File: src/rtl/seq4_pkg.sv
package seq4_pkg;
  localparam int CODE_W = 2;

  typedef enum logic [CODE_W-1:0] {
    ST_A = 2'b00,
    ST_B = 2'b01,
    ST_C = 2'b10,
    ST_D = 2'b11
  } loop_state_t;
endpackage

File: src/rtl/seq4_step_logic.sv
// Combinational successor selection for the four-state loop.
module seq4_step_logic
  import seq4_pkg::*;
(
  input  loop_state_t cur,
  input  logic        rev,
  input  logic        skip,
  output loop_state_t nxt
);
  always_comb begin
    if (skip && cur == ST_A) begin
      nxt = ST_C;                     // shortcut wins over direction
    end else if (rev) begin
      unique case (cur)
        ST_A: nxt = ST_D;
        ST_B: nxt = ST_A;
        ST_C: nxt = ST_B;
        default: nxt = ST_C;
      endcase
    end else begin
      unique case (cur)
        ST_A: nxt = ST_B;
        ST_B: nxt = ST_C;
        ST_C: nxt = ST_D;
        default: nxt = ST_A;
      endcase
    end
  end
endmodule

File: src/rtl/seq4_state_reg.sv
// Enable-gated register with synchronous reset value.
module seq4_state_reg #(
  parameter int          W       = 2,
  parameter logic [W-1:0] RST_VAL = '0
) (
  input  logic         clk,
  input  logic         rst,
  input  logic         en,
  input  logic [W-1:0] d,
  output logic [W-1:0] q
);
  always_ff @(posedge clk) begin
    if (rst)     q <= RST_VAL;
    else if (en) q <= d;
  end
endmodule

File: src/rtl/seq4_ctrl.sv
module seq4_ctrl
  import seq4_pkg::*;
(
  input  logic              clk,
  input  logic              rst,
  input  logic              step_en,
  input  logic              dir_rev,
  input  logic              skip_en,
  output logic [CODE_W-1:0] state_code
);
  loop_state_t cur_st;
  loop_state_t nxt_st;
  logic [CODE_W-1:0] q_raw;

  assign cur_st = loop_state_t'(q_raw);

  seq4_step_logic u_step (
    .cur  (cur_st),
    .rev  (dir_rev),
    .skip (skip_en),
    .nxt  (nxt_st)
  );

  seq4_state_reg #(.W(CODE_W), .RST_VAL(ST_A)) u_reg (
    .clk (clk),
    .rst (rst),
    .en  (step_en),
    .d   (nxt_st),
    .q   (q_raw)
  );

  assign state_code = q_raw;

  // Reset lands in A on the following edge.
  assert_reset_to_a_R1: assert property (@(posedge clk)
    rst |=> state_code == 2'b00);

  // No enable, no movement.
  assert_hold_R2: assert property (@(posedge clk) disable iff (rst)
    !step_en |=> $stable(state_code));

  // Forward step outside the shortcut.
  assert_forward_R3: assert property (@(posedge clk) disable iff (rst)
    (step_en && !dir_rev && !(skip_en && state_code == 2'b00))
      |=> state_code == 2'($past(state_code) + 2'd1));

  // Backward step outside the shortcut.
  assert_backward_R4: assert property (@(posedge clk) disable iff (rst)
    (step_en && dir_rev && !(skip_en && state_code == 2'b00))
      |=> state_code == 2'($past(state_code) - 2'd1));

  // Shortcut from A goes to C in both directions.
  assert_skip_a_to_c_R5: assert property (@(posedge clk) disable iff (rst)
    (step_en && skip_en && state_code == 2'b00) |=> state_code == 2'b10);

  // The state B is never reached straight from A while the shortcut is on.
  assert_skip_no_b_R6: assert property (@(posedge clk) disable iff (rst)
    (step_en && skip_en && state_code == 2'b00) |=> state_code != 2'b01);
endmodule

File: config.mk
export PLATFORM = sky130hd
export DESIGN_NAME = seq4_ctrl
export DESIGN_NICKNAME = d
export VERILOG_FILES = /design/src/rtl/seq4_pkg.sv /design/src/rtl/seq4_step_logic.sv /design/src/rtl/seq4_state_reg.sv /design/src/rtl/seq4_ctrl.sv
export SDC_FILE = /design/constraint.sdc
export NUM_CORES = 1
export LEC_CHECK = 0
export BUFFER_PORTS_ARGS = -buffer_cell sky130_fd_sc_hd__buf_2
export CORE_AREA = 2 2 39 41
export DETAILED_ROUTE_END_ITERATION = 10
export DIE_AREA = 0 0 41 43
export HOLD_SLACK_MARGIN = 0.08
export PLACE_DENSITY = 0.31
export SLEW_MARGIN = 20
export SYNTH_ARGS = -nofsm -noshare
export SYNTH_HDL_FRONTEND = slang
export SYNTH_HIERARCHICAL = 1
export SYNTH_SLANG_ARGS = --single-unit
File: constraint.sdc
create_clock -name clk -period 1.3 [get_ports clk]
set_clock_uncertainty 0.2 [all_clocks]
set_input_delay 0.13 -clock clk [delete_from_list [all_inputs] [get_ports clk]]
set_output_delay 0.13 -clock clk [all_outputs]
set_load 0.1 [all_outputs]
---- Yosys cells after proc, flatten, opt, wreduce, memory -nomap -nowiden ----
Index checks and enable logic that the tools add are counted.
operators by class
  equality and inequality tests ........... 2
  muxes and demuxes ....................... 4
  reduce and logical (&&, ||, !) cells .... 2
operators by type and width
  operator                                                                number
  2-bit one-hot mux with 3 select lines                                   2
  2-bit two-way mux                                                       2
  2-bit by 1-bit equality test with 1-bit output (second input constant)  1
  2-bit equality test (second input constant)                             1
  2-bit zero test                                                         1
  1-bit logical AND                                                       1
word-level totals
  register bits after elaboration ......... 2
  input bits .............................. 5
  output and inout bits ................... 2
  logic and storage cells ................. 9

---- Logic depth before layout (Yosys ltp) ----
Gate-level depths: netlist of the first run.
  depth after elaboration ................. 4
  mapped depth ............................ 6
  depth with buffers taken out ............ 6

---- Hierarchy ----
Netlist of the first run, hierarchy kept.
modules (own cells, without submodules)
  module           times used  cells an instance  area an instance (um^2)  seq. area each (um^2)
  seq4_state_reg   1           6                  67.6                     40.0
  seq4_step_logic  1           8                  56.3                     0.0

---- Worst setup path before layout of the first run ----
OpenSTA, ideal clock, no wires.
  path kind ............................... reg-to-reg
  from .................................... reg u_reg.q[0]
  to ...................................... reg u_reg.q[1]
  setup time .............................. 118 ps
  arrival ................................. 1,777 ps
  required time ........................... 982 ps
  slack ................................... -795 ps
  stages on the path, launching flop included .. 7
  buffers on the path ..................... 0
  period minus slack after synthesis ...... 2,095 ps
  cells stage by stage .................... dfxtp_1 inv_1 ha_1 xnor2_1 nand2_1 mux2i_1 nor2_1
between the ends
  cells in the longest elaborated chain, start to end .. 4
  elaborated cells on any way between the ends .. 8
  classes of those cells .................. 2 x eq/ne; 4 x mux; 2 x reduce/logical
ends and longest elaborated chain
  what                                                      RTL line                                      text
  start: declaration                                        seq4_state_reg.sv:10                          output logic [W-1:0] q
  start signal: assignment                                  seq4_state_reg.sv:13                          if (rst) q <= RST_VAL;
  start signal: assignment                                  seq4_state_reg.sv:14                          else if (en) q <= d;
  2-bit equality test, or another cell as far along         seq4_step_logic.sv:14, seq4_step_logic.sv:21
  2-bit one-hot mux with 3 select lines (on tied branches)  seq4_step_logic.sv:21, seq4_step_logic.sv:14
  2-bit two-way mux                                         seq4_step_logic.sv:13                         end else if (rev) begin
  2-bit two-way mux (*)                                     seq4_step_logic.sv:11                         if (skip && cur == ST_A) begin
  via nxt_st[1]                                             seq4_ctrl.sv:12                               loop_state_t nxt_st;
The timed path passes the listed nets; every way through them passes the cells marked *.
A chain may end at the register's enable or synchronous reset.

---- Worst setup path in the final report of the first run ----
Same ends and word-level chain as after synthesis.

==> run summary, run 1 <==
F_max -> 761 MHz
Synthesis-stage register bit count -> 2
Syn Nets -> 21
RSZ-0062 raised after global routing -> yes
WP data arrival -> 1.22 ns
Synth Flop Type -> dfxtp_1
Clock buffer depth -> 2
Part of the power in the clock network -> 31.4%
Non-Filler Instances -> 44
Final period util -> 101%
Gpl congestion -> 0.525
Slowest-stage cell, CP -> dfxtp_4
Synth area leaders -> dfxtp_1 (32%), ha_1 (20%), mux2i_1 (16%)
Max Slew Vio Count -> 0
Max H-tree Level -> 1
CP Launch Type -> register
DR DRC count -> 0
Clock insertion delay at the later pin of the skew report -> 0.22 ns
Clock slew at reported path FFs -> 0.03 ns
PortBufs -> 6
Max IR drop VDD -> 0.428 mV
Avg Inst Size Synth -> 8.85 um2
Cell variety after synth -> 8
Vias in the first global route -> 134
Avg WL per Cell -> 7.11 um
Cell-internal power -> 276 uW
Hold Vio Cnt, Final -> 0
Hold_ws -> 0.0934 ns
Slew headroom -> 90.3%
Top Registers -> u_reg/q: 2 flops
Congestion Overflow GR -> 0
Outcome -> finished, violations left
Post-synthesis sequential area ratio -> 32.3%
Critical path, cell by cell -> inv_4 > ha_4 > xnor2_2 > nand2_1 > mux2i_1 > nor2_1
Hold Crit Depth -> 5
Post-Route WL -> 313 um
Post-Syn Instances -> 14
Global Route Usage Sum -> 4.80%
Core area -> 0.00138 mm2
Sw frac -> 35.9%
Sw power -> 155 uW
Cell Pwr Density -> 1430 mW/mm2
Post-layout minimum cycle time -> 1.31 ns
Syn Std Cell Area -> 124 um2
R2r endpoint -> u_reg/q[1]
Post-synth EDFFs -> 0
Final Worst Setup Slack -> -0.0142 ns
Clock sink count -> 2
Detailed-route via count -> 136
Largest reg by FF count -> u_reg/q
Initial antenna violation count -> 0
DP Wirelength -> 229 um
Flop2flop setup slack -> -0.01 ns
Part of the power in registers -> 18.8%
Chip width -> 41 um
Core Util, Final -> 21.8%
Static Leakage -> 0.137 nW
CTS tree -> yes
Diode count -> 0
Crit. End Element -> register
Via density per instance -> 3.09
WHS Endpoint -> u_reg/q[1]
Die H -> 43 um
WP data required -> 1.21 ns
DRT antenna net count -> 0
Placed Instance Area -> 241 um2
Failing checks -> setup timing
Fraction of layout cells with a size suffix above 1 -> 67.9%
Row count -> 14
R2r startpoint -> u_reg/q[0]
CP max FO -> 2
Final #Nets -> 37
Min-Delay Path Class -> input port to register
Combinational cell fraction of total power -> 49.7%
Worst hold start -> skip_en
Slew @ Worst Pin -> 0.142 ns
First-pass GRT wire length -> 489 um
Design Power -> 430 uW
R2R depth -> 6
Syn-to-layout area delta -> 143%
Synth top area share -> 32.3%
Total of warnings raised by yosys -> 6
Post-route cell area -> 302 um2
Critical Path Max Stage Delay -> 0.34 ns
DP Cell Count -> 38
Critical path class -> register to register
DRT iter0 DRCs -> 7
Root Buffer -> clkbuf_4
Initial Util -> 8.95%
CTS buffer count -> 3
Top Ports -> 7
Initial DRT Pass Iterations -> 4
Max cap viols -> 0
Largest net degree at the start of global routing -> 4
Area of the die -> 0.00176 mm2
Max FFs per register -> 2
Area leader, netlist -> dfxtp_1
Synth async-reset ratio -> 0%
Setup violators final -> 1
==> cell usage in the layout, fill, tap and decap left out <==
| cell type | synthesis | final |
|---|---|---|
| buf_2 | 0 | 4 |
| clkbuf_4 | 0 | 3 |
| buf_4 | 0 | 3 |
| dlygate4sd3_1 | 0 | 2 |
| buf_12 | 0 | 2 |
| mux2i_1 | 2 | 2 |
| nor2_1 | 2 | 2 |
| dfxtp_4 | 0 | 2 |
| nand2_1 | 2 | 2 |
| inv_4 | 0 | 1 |
| o21a_1 | 1 | 1 |
| inv_2 | 0 | 1 |
| xnor2_2 | 0 | 1 |
| ha_4 | 0 | 1 |
| ha_2 | 0 | 1 |
==> critical path, delay by kind of cell, from the launching register on <==
family | cells | cell delay [ns]
flip-flops | 1 | 0.34
adder cells (fa/ha/maj) | 1 | 0.26
multiplexers | 1 | 0.15
AND/OR/NAND/NOR | 2 | 0.11
XOR/XNOR | 1 | 0.10
buffers and inverters | 1 | 0.04
==> through the flow <==
step	TNS (ns)	worst slack, ns
final	-0.0142	-0.0142
after global routing	-0.158	-0.113
after CTS	-0.0330	-0.0289
after detailed placement	-0.0474	-0.0474
after global placement	-0.0218	-0.0218
after floorplan	-0.304	-0.195
==> cell families (layout without fill, tap and decap cells) <==
family | Yosys count | in the layout | share of synthesized area [%]
xor+xnor | 1 | 1 | 7.07
mux | 2 | 2 | 16.2
fa+ha+maj | 2 | 2 | 20.2
flops | 2 | 2 | 32.3
compound gates | 1 | 1 | 6.06
simple gates | 4 | 4 | 12.1
buf+inv | 2 | 16 | 6.06
==> layout make-up <==
cell class                 instances  area (um2)
timing repair buffer              11         103
fill                             153        1080
tap                               16        20.0
inverter                           2        10.0
sequential                         2        47.5
clock buffer                       3        22.5
multi-input combinational         10        98.8
==> timing repair <==
item,4_1_cts,5_1_grt
hold buffers,2,0
gates resized for setup,1,1
endpoints found under the hold margin,2,0
setup endpoints to repair,1,2
setup buffers,1,0
pin swaps,0,0
==> routing by layer <==
layer  global-route usage (%)  routed length, um  vias to the layer above
met5                        0                  0                        -
met4                     6.00                  0                        0
met3                     3.14                 45                        0
met2                     4.38                116                        9
met1                     6.05                152                       55
li1                         -                  -                       72
==> worst max-delay path by stage <==
stage	depth (start not counted)	to	start
CTS	6	u_reg/q[1]	u_reg/q[1]
detailed placement	6	u_reg/q[1]	u_reg/q[1]
global route	6	u_reg/q[1]	u_reg/q[1]
finish	6	u_reg/q[1]	u_reg/q[0]
global placement	6	u_reg/q[1]	u_reg/q[1]
floorplan	6	u_reg/q[1]	u_reg/q[1]
==> power by group through the flow <==
stage               Sequential, mW  Combinational [mW]  Clock [mW]
CTS                         0.0819               0.216       0.147
floorplan                    0.145              0.0594           0
detailed placement          0.0838               0.191           0
global route                0.0829               0.231       0.150
finish                      0.0811               0.214       0.135
global placement            0.0834               0.190           0
(Power assumes the default switching activity.)
==> inputs of run 2 (changes only) <==
CELL_PAD_IN_SITES_DETAIL_PLACEMENT = 0   (was unset)
CELL_PAD_IN_SITES_GLOBAL_PLACEMENT = 1   (was unset)
PLACE_DENSITY = 0.36   (was 0.31)
clock period = 1.4 ns   (was 1.3 ns; I/O delays follow)
==> run summary, run 2 (synthesized netlist as in run 1, its figures left out) <==
Slew headroom -> 92.1% (+1.8 points)
Clock sink count -> 2 (unchanged)
Critical Path End -> u_reg/q[1]
DR DRC count -> 0 (unchanged)
Most frequent cells in the layout -> buf_2 (4), clkbuf_4 (3)
TNS Setup -> 0 ns (+0.0142 ns)
Worst hold start -> skip_en
Worst Setup Slack post-DPL -> 0.0689 ns (+0.116 ns)
Largest reg by FF count -> u_reg/q
Initial Util -> 8.95% (unchanged)
Outcome -> completed
Post-Route WL -> 294 um (-6.1%)
Crit. End Element -> register
Final Worst Setup Slack -> 0.0723 ns (+0.0865 ns)
Crit. Startpoint -> u_reg/q[0]
Diode count -> 0 (unchanged)
RSZ-0062 raised after global routing -> no
CTS buffer count -> 3 (unchanged)
Initial DRT Pass Iterations -> 1 (-3)
Root Buffer -> clkbuf_4
Fraction of layout cells with a size suffix above 1 -> 61.5% (-6.3 points)
Max Slew Vio Count -> 0 (unchanged)
Cell Pwr Density -> 1370 mW/mm2 (-4.3%)
Part of the power in registers -> 20.4% (+1.6 points)
Design Power -> 388 uW (-9.8%)
Sw frac -> 36.3% (+0.36 points)
Row count -> 14 (unchanged)
Clock insertion delay at the later pin of the skew report -> 0.22 ns (about the same)
Combinational cell fraction of total power -> 47.6% (-2.1 points)
Largest net degree at the start of global routing -> 5 (+1)
Slew @ Worst Pin -> 0.116 ns (-0.0260 ns)
Static Leakage -> 0.128 nW (-6.6%)
DRT antenna net count -> 0 (unchanged)
Core area -> 0.00138 mm2 (unchanged)
CP Launch Type -> register
First-pass GRT wire length -> 510 um (+4.3%)
Max H-tree Level -> 1 (unchanged)
Chip width -> 41 um (unchanged)
CTS tree -> yes
Final period util -> 94.8% (-6.3 points)
Final #Nets -> 35 (-5.4%)
Detailed-route via count -> 127 (-6.6%)
Setup violators final -> 0 (-1)
WP data arrival -> 1.24 ns (+0.02 ns)
Gpl congestion -> 0.600 (+14%)
DRT iter0 DRCs -> 0 (-7)
Hold_ws -> 0.0961 ns (+0.00268 ns)
Max IR drop VDD -> 0.374 mV (-13%)
Flop2flop setup slack -> 0.07 ns (+0.09 ns)
Post-layout minimum cycle time -> 1.33 ns (+0.0135 ns)
Global Route Usage Sum -> 4.70% (-0.10 points)
Max FFs per register -> 2 (unchanged)
Min-Delay Path Class -> input port to register
Part of the power in the clock network -> 32.0% (+0.6 points)
Syn-to-layout area delta -> 129%
WP data required -> 1.31 ns (+0.10 ns)
Congestion Overflow GR -> 0 (unchanged)
Clock slew at reported path FFs -> 0.03 ns (about the same)
R2R depth -> 6 (unchanged)
Cell-internal power -> 247 uW (-10%)
Max cap viols -> 0 (unchanged)
F_max -> 753 MHz (-1.0%)
PortBufs -> 6 (unchanged)
CP max FO -> 3 (+1)
Top Registers -> u_reg/q: 2 flops
Top Ports -> 7 (unchanged)
Critical path class -> register to register
Hold Vio Cnt, Final -> 0 (unchanged)
Area of the die -> 0.00176 mm2 (unchanged)
Initial antenna violation count -> 0 (unchanged)
Via density per instance -> 3.02 (-2.2%)
R2r endpoint -> u_reg/q[1]
Core Util, Final -> 20.5% (-1.3 points)
R2r startpoint -> u_reg/q[0]
Sw power -> 141 uW (-8.9%)
Vias in the first global route -> 135 (+0.75%)
Clock buffer depth -> 2 (unchanged)
Commonest non-fill, non-tap cell in the layout -> buf_2
Avg WL per Cell -> 7.00 um (-1.6%)
Die H -> 43 um (unchanged)
-- run 2: changes by cell type in the layout (fill, tap and decap cells not counted), sizes merged --
cell	change
buf	-2
-- run 2: worst min path at each step --
stage / end / cells past startpoint
floorplan: u_reg/q[0] / 1
global placement: u_reg/q[1] / 2
detailed placement: u_reg/q[1] / 2
CTS: u_reg/q[1] / 5
global route: u_reg/q[1] / 5
finish: u_reg/q[1] / 5
-- run 2: worst max-delay path, stage by stage (launching register included) --
cell and delay (ns):
dfxtp_4 0.36, inv_4 0.04, ha_4 0.26, xnor2_2 0.10
nand2_1 0.07, mux2i_1 0.13, nor2_1 0.05
-- run 2: repair_timing --
item	CTS	global route
setup endpoints to repair	0	1
buffers inserted	0	1
hold endpoints to repair	2	0
hold buffers	2	0
gates resized for setup	0	1
-- run 2: per-layer routing --
metal  share of wire [%]  wire, um  track usage (%)  vias to the layer above
met4                   0         0             6.00                        0
li1                    -         -                -                       69
met1                  46       136             5.73                       51
met5                   0         0                0                        -
met3                  13        39             2.09                        0
met2                  40       118             5.00                        7
-- run 2: per-stage QoR --
stage	instance area, um2	std cells
floorplan	146	14
detailed placement	226	36
global placement	226	36
finish	284	42
global route	284	42
CTS	269	41
-- run 2: layout make-up --
cell class,count,area [um2]
fill,157,1100
multi-input combinational,10,96.3
timing repair buffer,9,87.6
sequential,2,47.5
clock buffer,3,22.5
tap,16,20.0
inverter,2,10.0
-- run 2: power by group through the flow --
stage | Clock [mW] | Combinational (mW) | Sequential (mW)
2_1_floorplan | 0 | 0.0552 | 0.135
3_3_place_gp | 0 | 0.164 | 0.0819
3_5_place_dp | 0 | 0.163 | 0.0823
4_1_cts | 0.134 | 0.168 | 0.0823
5_1_grt | 0.134 | 0.199 | 0.0806
6_report | 0.124 | 0.185 | 0.0791
